--- src/rtl/midi_pkg.sv ---
package midi_pkg;

    typedef enum logic [1:0] {
        RX_IDLE  = 2'd0,
        RX_START = 2'd1,
        RX_DATA  = 2'd2,
        RX_STOP  = 2'd3
    } rx_state_e;

    localparam logic [7:0] CMD_RESET = 8'hFF;

    // interrupt threshold per two-bit select
    function automatic logic [4:0] trig_level(input logic [1:0] sel);
        case (sel)
            2'b00:   return 5'd1;
            2'b01:   return 5'd4;
            2'b10:   return 5'd8;
            default: return 5'd14;
        endcase
    endfunction

endpackage

--- src/rtl/midi_fifo.sv ---
module midi_fifo #(
    parameter int DEPTH = 16,
    parameter int W     = 8
) (
    input  logic                       clk,
    input  logic                       rst_n,
    input  logic                       flush,
    input  logic                       push,
    input  logic [W-1:0]               wdata,
    input  logic                       pop,
    output logic [W-1:0]               rdata,
    output logic [$clog2(DEPTH+1)-1:0] count,
    output logic                       full,
    output logic                       empty
);
    localparam int PTR_W = (DEPTH > 1) ? $clog2(DEPTH) : 1;
    localparam int CNT_W = $clog2(DEPTH+1);

    typedef struct packed {
        logic [DEPTH-1:0][W-1:0] mem;
        logic [PTR_W-1:0]        wp;
        logic [PTR_W-1:0]        rp;
        logic [CNT_W-1:0]        cnt;
    } fifo_s;

    fifo_s s_d, s_q;
    logic  do_push, do_pop;

    assign full  = (s_q.cnt == CNT_W'(DEPTH));
    assign empty = (s_q.cnt == '0);
    assign rdata = s_q.mem[s_q.rp];
    assign count = s_q.cnt;

    function automatic logic [PTR_W-1:0] bump(input logic [PTR_W-1:0] p);
        return (p == PTR_W'(DEPTH-1)) ? '0 : p + 1'b1;
    endfunction

    always_comb begin
        s_d     = s_q;
        do_pop  = pop && !empty;
        do_push = push && (!full || do_pop);
        if (flush) begin
            s_d.wp  = '0;
            s_d.rp  = '0;
            s_d.cnt = '0;
        end else begin
            if (do_push) begin
                s_d.mem[s_q.wp] = wdata;
                s_d.wp          = bump(s_q.wp);
            end
            if (do_pop) begin
                s_d.rp = bump(s_q.rp);
            end
            case ({do_push, do_pop})
                2'b10:   s_d.cnt = s_q.cnt + 1'b1;
                2'b01:   s_d.cnt = s_q.cnt - 1'b1;
                default: s_d.cnt = s_q.cnt;
            endcase
        end
    end

    always_ff @(posedge clk or negedge rst_n) begin
        if (!rst_n) s_q <= '0;
        else        s_q <= s_d;
    end

    // occupancy never exceeds the depth
    a_r2_no_overflow: assert property (@(posedge clk) disable iff (!rst_n)
        s_q.cnt <= CNT_W'(DEPTH));

    // a push into a full FIFO without a pop leaves the count unchanged
    a_r6_full_drop: assert property (@(posedge clk) disable iff (!rst_n)
        (full && push && !pop && !flush) |=> (count == $past(count)));

endmodule

--- src/rtl/midi_tx.sv ---
module midi_tx #(
    parameter int BIT_CLKS = 64
) (
    input  logic       clk,
    input  logic       rst_n,
    input  logic       abort,
    input  logic       have_data,
    input  logic [7:0] data,
    output logic       pop,
    output logic       line
);
    localparam int CW = (BIT_CLKS > 1) ? $clog2(BIT_CLKS) : 1;

    typedef struct packed {
        logic          busy;
        logic          line;
        logic [8:0]    sh;    // stop bit above the data byte
        logic [3:0]    left;  // bits still to put on the line
        logic [CW-1:0] cnt;
    } tx_s;

    tx_s s_d, s_q;

    assign pop  = !s_q.busy && have_data && !abort;
    assign line = s_q.line;

    always_comb begin
        s_d = s_q;
        if (abort) begin
            s_d.busy = 1'b0;
            s_d.line = 1'b1;
        end else if (!s_q.busy) begin
            s_d.line = 1'b1;
            if (have_data) begin
                s_d.busy = 1'b1;
                s_d.line = 1'b0;
                s_d.sh   = {1'b1, data};
                s_d.left = 4'd9;
                s_d.cnt  = CW'(BIT_CLKS-1);
            end
        end else if (s_q.cnt != '0) begin
            s_d.cnt = s_q.cnt - 1'b1;
        end else if (s_q.left == '0) begin
            s_d.busy = 1'b0;
            s_d.line = 1'b1;
        end else begin
            s_d.line = s_q.sh[0];
            s_d.sh   = {1'b0, s_q.sh[8:1]};
            s_d.left = s_q.left - 1'b1;
            s_d.cnt  = CW'(BIT_CLKS-1);
        end
    end

    always_ff @(posedge clk or negedge rst_n) begin
        if (!rst_n) begin
            s_q      <= '0;
            s_q.line <= 1'b1;
        end else begin
            s_q <= s_d;
        end
    end

    // line rests high whenever no frame is in progress
    a_r2_idle_high: assert property (@(posedge clk) disable iff (!rst_n)
        !s_q.busy |-> s_q.line);

    // an abort ends the frame and releases the line
    a_r7_abort_idle: assert property (@(posedge clk) disable iff (!rst_n)
        abort |=> (line && !s_q.busy));

endmodule

--- src/rtl/midi_rx.sv ---
module midi_rx
    import midi_pkg::*;
#(
    parameter int BIT_CLKS = 64
) (
    input  logic       clk,
    input  logic       rst_n,
    input  logic       abort,
    input  logic       line_in,
    output logic       valid,
    output logic [7:0] data
);
    localparam int CW   = (BIT_CLKS > 1) ? $clog2(BIT_CLKS) : 1;
    localparam int HALF = (BIT_CLKS / 2 > 0) ? BIT_CLKS / 2 : 1;

    typedef struct packed {
        logic [1:0]    sync;
        rx_state_e     st;
        logic [CW-1:0] cnt;
        logic [2:0]    n;
        logic [7:0]    sh;
        logic          valid;
        logic [7:0]    data;
    } rx_s;

    rx_s  s_d, s_q;
    logic line_s;

    assign line_s = s_q.sync[1];
    assign valid  = s_q.valid;
    assign data   = s_q.data;

    always_comb begin
        s_d       = s_q;
        s_d.sync  = {s_q.sync[0], line_in};
        s_d.valid = 1'b0;
        if (abort) begin
            s_d.st = RX_IDLE;
        end else begin
            case (s_q.st)
                RX_IDLE: begin
                    if (!line_s) begin
                        s_d.st  = RX_START;
                        s_d.cnt = CW'(HALF-1);
                    end
                end
                RX_START: begin
                    if (s_q.cnt != '0) begin
                        s_d.cnt = s_q.cnt - 1'b1;
                    end else if (!line_s) begin
                        s_d.st  = RX_DATA;
                        s_d.n   = '0;
                        s_d.cnt = CW'(BIT_CLKS-1);
                    end else begin
                        s_d.st = RX_IDLE;
                    end
                end
                RX_DATA: begin
                    if (s_q.cnt != '0) begin
                        s_d.cnt = s_q.cnt - 1'b1;
                    end else begin
                        s_d.sh  = {line_s, s_q.sh[7:1]};
                        s_d.n   = s_q.n + 1'b1;
                        s_d.cnt = CW'(BIT_CLKS-1);
                        if (s_q.n == 3'd7) s_d.st = RX_STOP;
                    end
                end
                default: begin
                    if (s_q.cnt != '0) begin
                        s_d.cnt = s_q.cnt - 1'b1;
                    end else begin
                        s_d.st = RX_IDLE;
                        if (line_s) begin
                            s_d.valid = 1'b1;
                            s_d.data  = s_q.sh;
                        end
                    end
                end
            endcase
        end
    end

    always_ff @(posedge clk or negedge rst_n) begin
        if (!rst_n) begin
            s_q      <= '0;
            s_q.sync <= 2'b11;
            s_q.st   <= RX_IDLE;
        end else begin
            s_q <= s_d;
        end
    end

    // a byte is only delivered after a high stop sample
    a_r6_stop_high: assert property (@(posedge clk) disable iff (!rst_n)
        valid |-> $past(line_s));

    // a start that is high again at mid-bit is dropped
    a_r6_glitch_drop: assert property (@(posedge clk) disable iff (!rst_n)
        (s_q.st == RX_START && s_q.cnt == '0 && line_s && !abort)
        |=> (s_q.st == RX_IDLE));

endmodule

--- src/rtl/midi_host_port.sv ---
module midi_host_port
    import midi_pkg::*;
#(
    parameter int ADDR_W     = 16,
    parameter int DEPTH      = 16,
    parameter int SAMPLE_DIV = 4
) (
    input  logic              clk,
    input  logic              rst_n,
    input  logic [ADDR_W-1:0] host_addr,
    input  logic              host_wr,
    input  logic              host_rd,
    input  logic [7:0]        host_wdata,
    output logic [7:0]        host_rdata,
    input  logic [ADDR_W-1:0] cfg_base,
    input  logic [1:0]        cfg_trig,
    input  logic              midi_in,
    output logic              midi_out,
    output logic              rx_irq
);
    localparam int BIT_CLKS = 16 * SAMPLE_DIV;
    localparam int CNT_W    = $clog2(DEPTH+1);

    logic             sel_data, sel_cmd, cmd_reset;
    logic             tx_push, tx_pop, tx_full, tx_empty;
    logic [7:0]       tx_head;
    logic [CNT_W-1:0] tx_count;
    logic             rx_push, rx_pop, rx_full, rx_empty;
    logic [7:0]       rx_byte, rx_head;
    logic [CNT_W-1:0] rx_count, level;
    logic [7:0]       status;

    assign sel_data  = (host_addr == cfg_base);
    assign sel_cmd   = (host_addr == cfg_base + ADDR_W'(1));
    assign cmd_reset = host_wr && sel_cmd && (host_wdata == CMD_RESET);
    assign tx_push   = host_wr && sel_data;
    assign rx_pop    = host_rd && sel_data;
    assign status    = {rx_empty, tx_full, 6'b0};
    assign level     = CNT_W'(trig_level(cfg_trig));
    assign rx_irq    = (rx_count >= level);

    always_comb begin
        host_rdata = 8'h00;
        if (sel_data && !rx_empty) host_rdata = rx_head;
        else if (sel_cmd)          host_rdata = status;
    end

    midi_fifo #(.DEPTH(DEPTH), .W(8)) u_tx_fifo (
        .clk   (clk),
        .rst_n (rst_n),
        .flush (cmd_reset),
        .push  (tx_push),
        .wdata (host_wdata),
        .pop   (tx_pop),
        .rdata (tx_head),
        .count (tx_count),
        .full  (tx_full),
        .empty (tx_empty)
    );

    midi_tx #(.BIT_CLKS(BIT_CLKS)) u_tx (
        .clk       (clk),
        .rst_n     (rst_n),
        .abort     (cmd_reset),
        .have_data (!tx_empty),
        .data      (tx_head),
        .pop       (tx_pop),
        .line      (midi_out)
    );

    midi_rx #(.BIT_CLKS(BIT_CLKS)) u_rx (
        .clk     (clk),
        .rst_n   (rst_n),
        .abort   (cmd_reset),
        .line_in (midi_in),
        .valid   (rx_push),
        .data    (rx_byte)
    );

    midi_fifo #(.DEPTH(DEPTH), .W(8)) u_rx_fifo (
        .clk   (clk),
        .rst_n (rst_n),
        .flush (cmd_reset),
        .push  (rx_push),
        .wdata (rx_byte),
        .pop   (rx_pop),
        .rdata (rx_head),
        .count (rx_count),
        .full  (rx_full),
        .empty (rx_empty)
    );

    // the reset command leaves both FIFOs empty and the line high
    a_r7_cmd_flush: assert property (@(posedge clk) disable iff (!rst_n)
        cmd_reset |=> (rx_count == '0 && tx_count == '0 && midi_out));

    // a pop from exactly the threshold count drops the interrupt
    a_r5_irq_clears: assert property (@(posedge clk) disable iff (!rst_n)
        (rx_pop && !rx_push && !rx_empty && rx_count == level)
        |=> (!rx_irq || cfg_trig != $past(cfg_trig)));

    // every threshold lies at or below the depth, so a full FIFO requests
    a_r5_full_irq: assert property (@(posedge clk) disable iff (!rst_n)
        rx_full |-> rx_irq);

endmodule

--- config.mk ---
export PLATFORM = sky130hd
export DESIGN_NAME = midi_host_port
export DESIGN_NICKNAME = d
export VERILOG_FILES = /design/src/rtl/midi_pkg.sv /design/src/rtl/midi_fifo.sv /design/src/rtl/midi_tx.sv /design/src/rtl/midi_rx.sv /design/src/rtl/midi_host_port.sv
export SDC_FILE = /design/constraint.sdc
export NUM_CORES = 1
export LEC_CHECK = 0
export ABC_AREA = 1
export ABC_CLOCK_PERIOD_IN_PS = 5000
export BUFFER_PORTS_ARGS = -buffer_cell sky130_fd_sc_hd__buf_4
export CAP_MARGIN = 10
export CORE_ASPECT_RATIO = 0.7
export CORE_MARGIN = 4
export CORE_UTILIZATION = 47
export CTS_CLUSTER_DIAMETER = 100
export DETAILED_ROUTE_END_ITERATION = 8
export HOLD_SLACK_MARGIN = 0.12
export SYNTH_ARGS = -nofsm -noshare
export SYNTH_HDL_FRONTEND = slang
export SYNTH_HIERARCHICAL = 1
export SYNTH_SLANG_ARGS = --single-unit
--- constraint.sdc ---
create_clock -name clk -period 5 [get_ports clk]
set_input_delay 0.5 -clock clk [delete_from_list [all_inputs] [get_ports clk]]
set_output_delay 0.5 -clock clk [all_outputs]
set_load 0.02 [all_outputs]
==> impl_results.md <==
- Placed cells: 2853
- # Post-CTS Setup Buffers: 0
- Fin. max-slew vios: 0
- Comb power frac: 0.102
- Post-DP Area: around 19000 um^2
- Global route overflow: 0
- ANT nets after route: 0
- Syn. warnings: 6
- Num CTS Buffers: 36
- Int Pwr: roughly 4500 uW
- Cell Pwr Density: 310 nW/um^2
- WP data arrival: roughly 2.7 ns
- Starting density of the core: 0.482
- Period utilization: 0.641
- P&R area growth vs syn: 9.30%
- VDD IR max: ~0.18 mV
- Die Span Y: between 150 and 200 um
- Io pins: 57
- CTS tree: done
- WS Path Type: register to primary output
- Worst hold path class: input pin to register
- Vias in the first global route: approximately 15000
- Ordered cell list for the critical path: buf_4, nand2_1, o211ai_1, nand3_1, nand3_1, nand3_1, nand2_1, nand2_1, buf_4
- Maxcap violations: 0
- FMAX: roughly 310 MHz
- CTS max path bufs: 3
- Site Rows: 59
- Number of hold buffers added after cts: 2
- Setup crit start kind: register
- Worst path slowest cell: buf_4
- Setup TNS: 0 ns
- First-pass DRT Iterations: 6
- First-pass GRT wire length: a little over 80000 um
- Port buffer count: between 50 and 60
- Clk_skew: between 0.015 and 0.02 ns
- Required time worst endpoint: 4.50 ns
- Routability congestion estimate: slightly below 0.9
- Unrepaired setup endpoints after global routing: no
- Status: completed
- Proportion of power drawn by the clock network: 0.431
- Endpoints failing setup: 0
- Worst hold path startpoint: host_wdata[6]
- Post-synthesis cell area: 18100 um^2
- Post-layout nets: around 2500
- CP Capture Type: primary output
- Slew HR: 0.284
- Layout cells sized above 1: 0.0921
- Kind of cell adding the most delay to the critical path: buffers and inverters
- Root buf cell: clkbuf_16
- Drt total wl: between 50000 and 60000 um
- Buf/Inv on CP: 2
- Drt wl/cell: between 15 and 20 um
- R2R Path End: u_tx_fifo/s_q[17]
- Core Area: roughly 38000 um^2
- Commonest non-fill, non-tap cells in the layout: 973 x nand2_1, 329 x dfrtp_1, 259 x o21ai_0
- Syn nets: between 2000 and 2500
- Final-report hold violation count: 0
- Reg2Reg Depth: 13
- Clk slew on worst S/H paths: ~0.060 ns
- Hold Path End: u_tx_fifo/s_q[67]
- Die ar.: around 42000 um^2
- Mapped Cells: between 2000 and 2500
- Worst-Margin Slew: 1.07 ns
- Vias: 15800
- GRT Total Usage: 0.243
- Worst R2R Start: u_tx_fifo/count[0]
- Initial antenna violation count: 0
- Seq pwr share: 0.466
- H-tree Lvls: 2
- Net Sw Frac: 0.264
- Sink Count: ~330
- Resize count post-CTS: 0
- Die width: 243 um
- Max stage delay on crit path: 0.66 ns
- Hold Slack: 0.333 ns
- # diodes: 0
- Vias per cell: 5.41
- Iter 0 DRT Violations: 1642
- Final Critical Period: approximately 3.2 ns
- Clk Latency, worst-skew pair: roughly 0.54 ns
- Static leakage: just over 0.01 uW
- NetSw: 1620 uW
- Worst reg-to-reg setup slack: 2.07 ns
- Commonest non-fill, non-tap cell in the layout: nand2_1
- Avg Cell Area, Syn: ~7.5 um^2
- DRC violations left: 0
- Post-route cell area: between 15000 and 20000 um^2
- Hold Path Cell Cnt: 3
- DP Wirelength: ~33000 um
- Fin util: 0.527
- Top fanout value on the critical path: between 80 and 90
- Post-route insts no fill: roughly 2900
- Largest net degree at the start of global routing: approximately 120
- # fillers: approximately 3600
-- registers in the layout (all words and copies together) (netlist names) --
register	count
u_rx/data	8
u_rx/line_s	1
u_rx/s_d	1
u_rx/s_q	19
u_rx/valid	1
u_rx_fifo/count	5
u_rx_fifo/s_q	136
u_tx/line	1
u_tx/s_q	20
u_tx_fifo/count	5
u_tx_fifo/s_q	136
-- power by group through the flow --
stage          Combinational [uW]  Sequential [uW]  Clock (uW)
2_1_floorplan                 429             2900           0
3_3_place_gp                  614             2910           0
3_5_place_dp                  629             2910           0
4_1_cts                       636             2860        2710
5_1_grt                       726             2870        2820
6_report                      628             2860        2650
-- area by class of cell --
type | instances | area, um^2 | area share
Multi-Input combinational cell | 1769 | 8400 | 0.424
Sequential cell | 333 | 8340 | 0.421
Clock buffer | 57 | 1110 | 0.0561
Inverter | 196 | 736 | 0.0372
Tap cell | 488 | 611 | 0.0308
Timing Repair Buffer | 69 | 556 | 0.0281
Clock inverter | 7 | 48.8 | 0.00246
-- tightest hold or removal path: stages --
cell,delay [ns]
buf_4,0.19
nand2_1,0.09
nand2_1,0.04
-- worst max path at each step --
stage	startpoint	end	slack (ns)	depth (start not counted)
floorplan	cfg_base[0]	u_tx_fifo/count[4]	1.82	22
global placement	cfg_base[1]	u_tx_fifo/s_q[20]	1.39	19
detailed placement	cfg_base[0]	u_tx_fifo/s_q[14]	1.32	18
CTS	u_rx_fifo/s_q[5]	host_rdata[6]	1.85	9
global route	cfg_base[0]	u_rx_fifo/s_q[119]	1.56	14
finish	u_rx_fifo/s_q[5]	host_rdata[6]	1.80	9
-- stage by stage --
stage	setup slack [ns]	total power (uW)
2_1_floorplan	1.82	3320
3_3_place_gp	1.39	3520
3_5_place_dp	1.32	3540
4_1_cts	1.85	6210
5_1_grt	1.56	6410
6_report	1.80	6140
-- per-layer routing --
| layer | vias to the layer above | global-route usage | wire length [um] |
|---|---|---|---|
| li1 | 7654 | - | - |
| met1 | 7562 | 0.393 | 25600 |
| met2 | 533 | 0.340 | 20100 |
| met5 | - | 0 | 0 |
| met4 | 0 | 0.0404 | 616 |
| met3 | 47 | 0.0490 | 4220 |
Power figures use the tool's default switching activity.
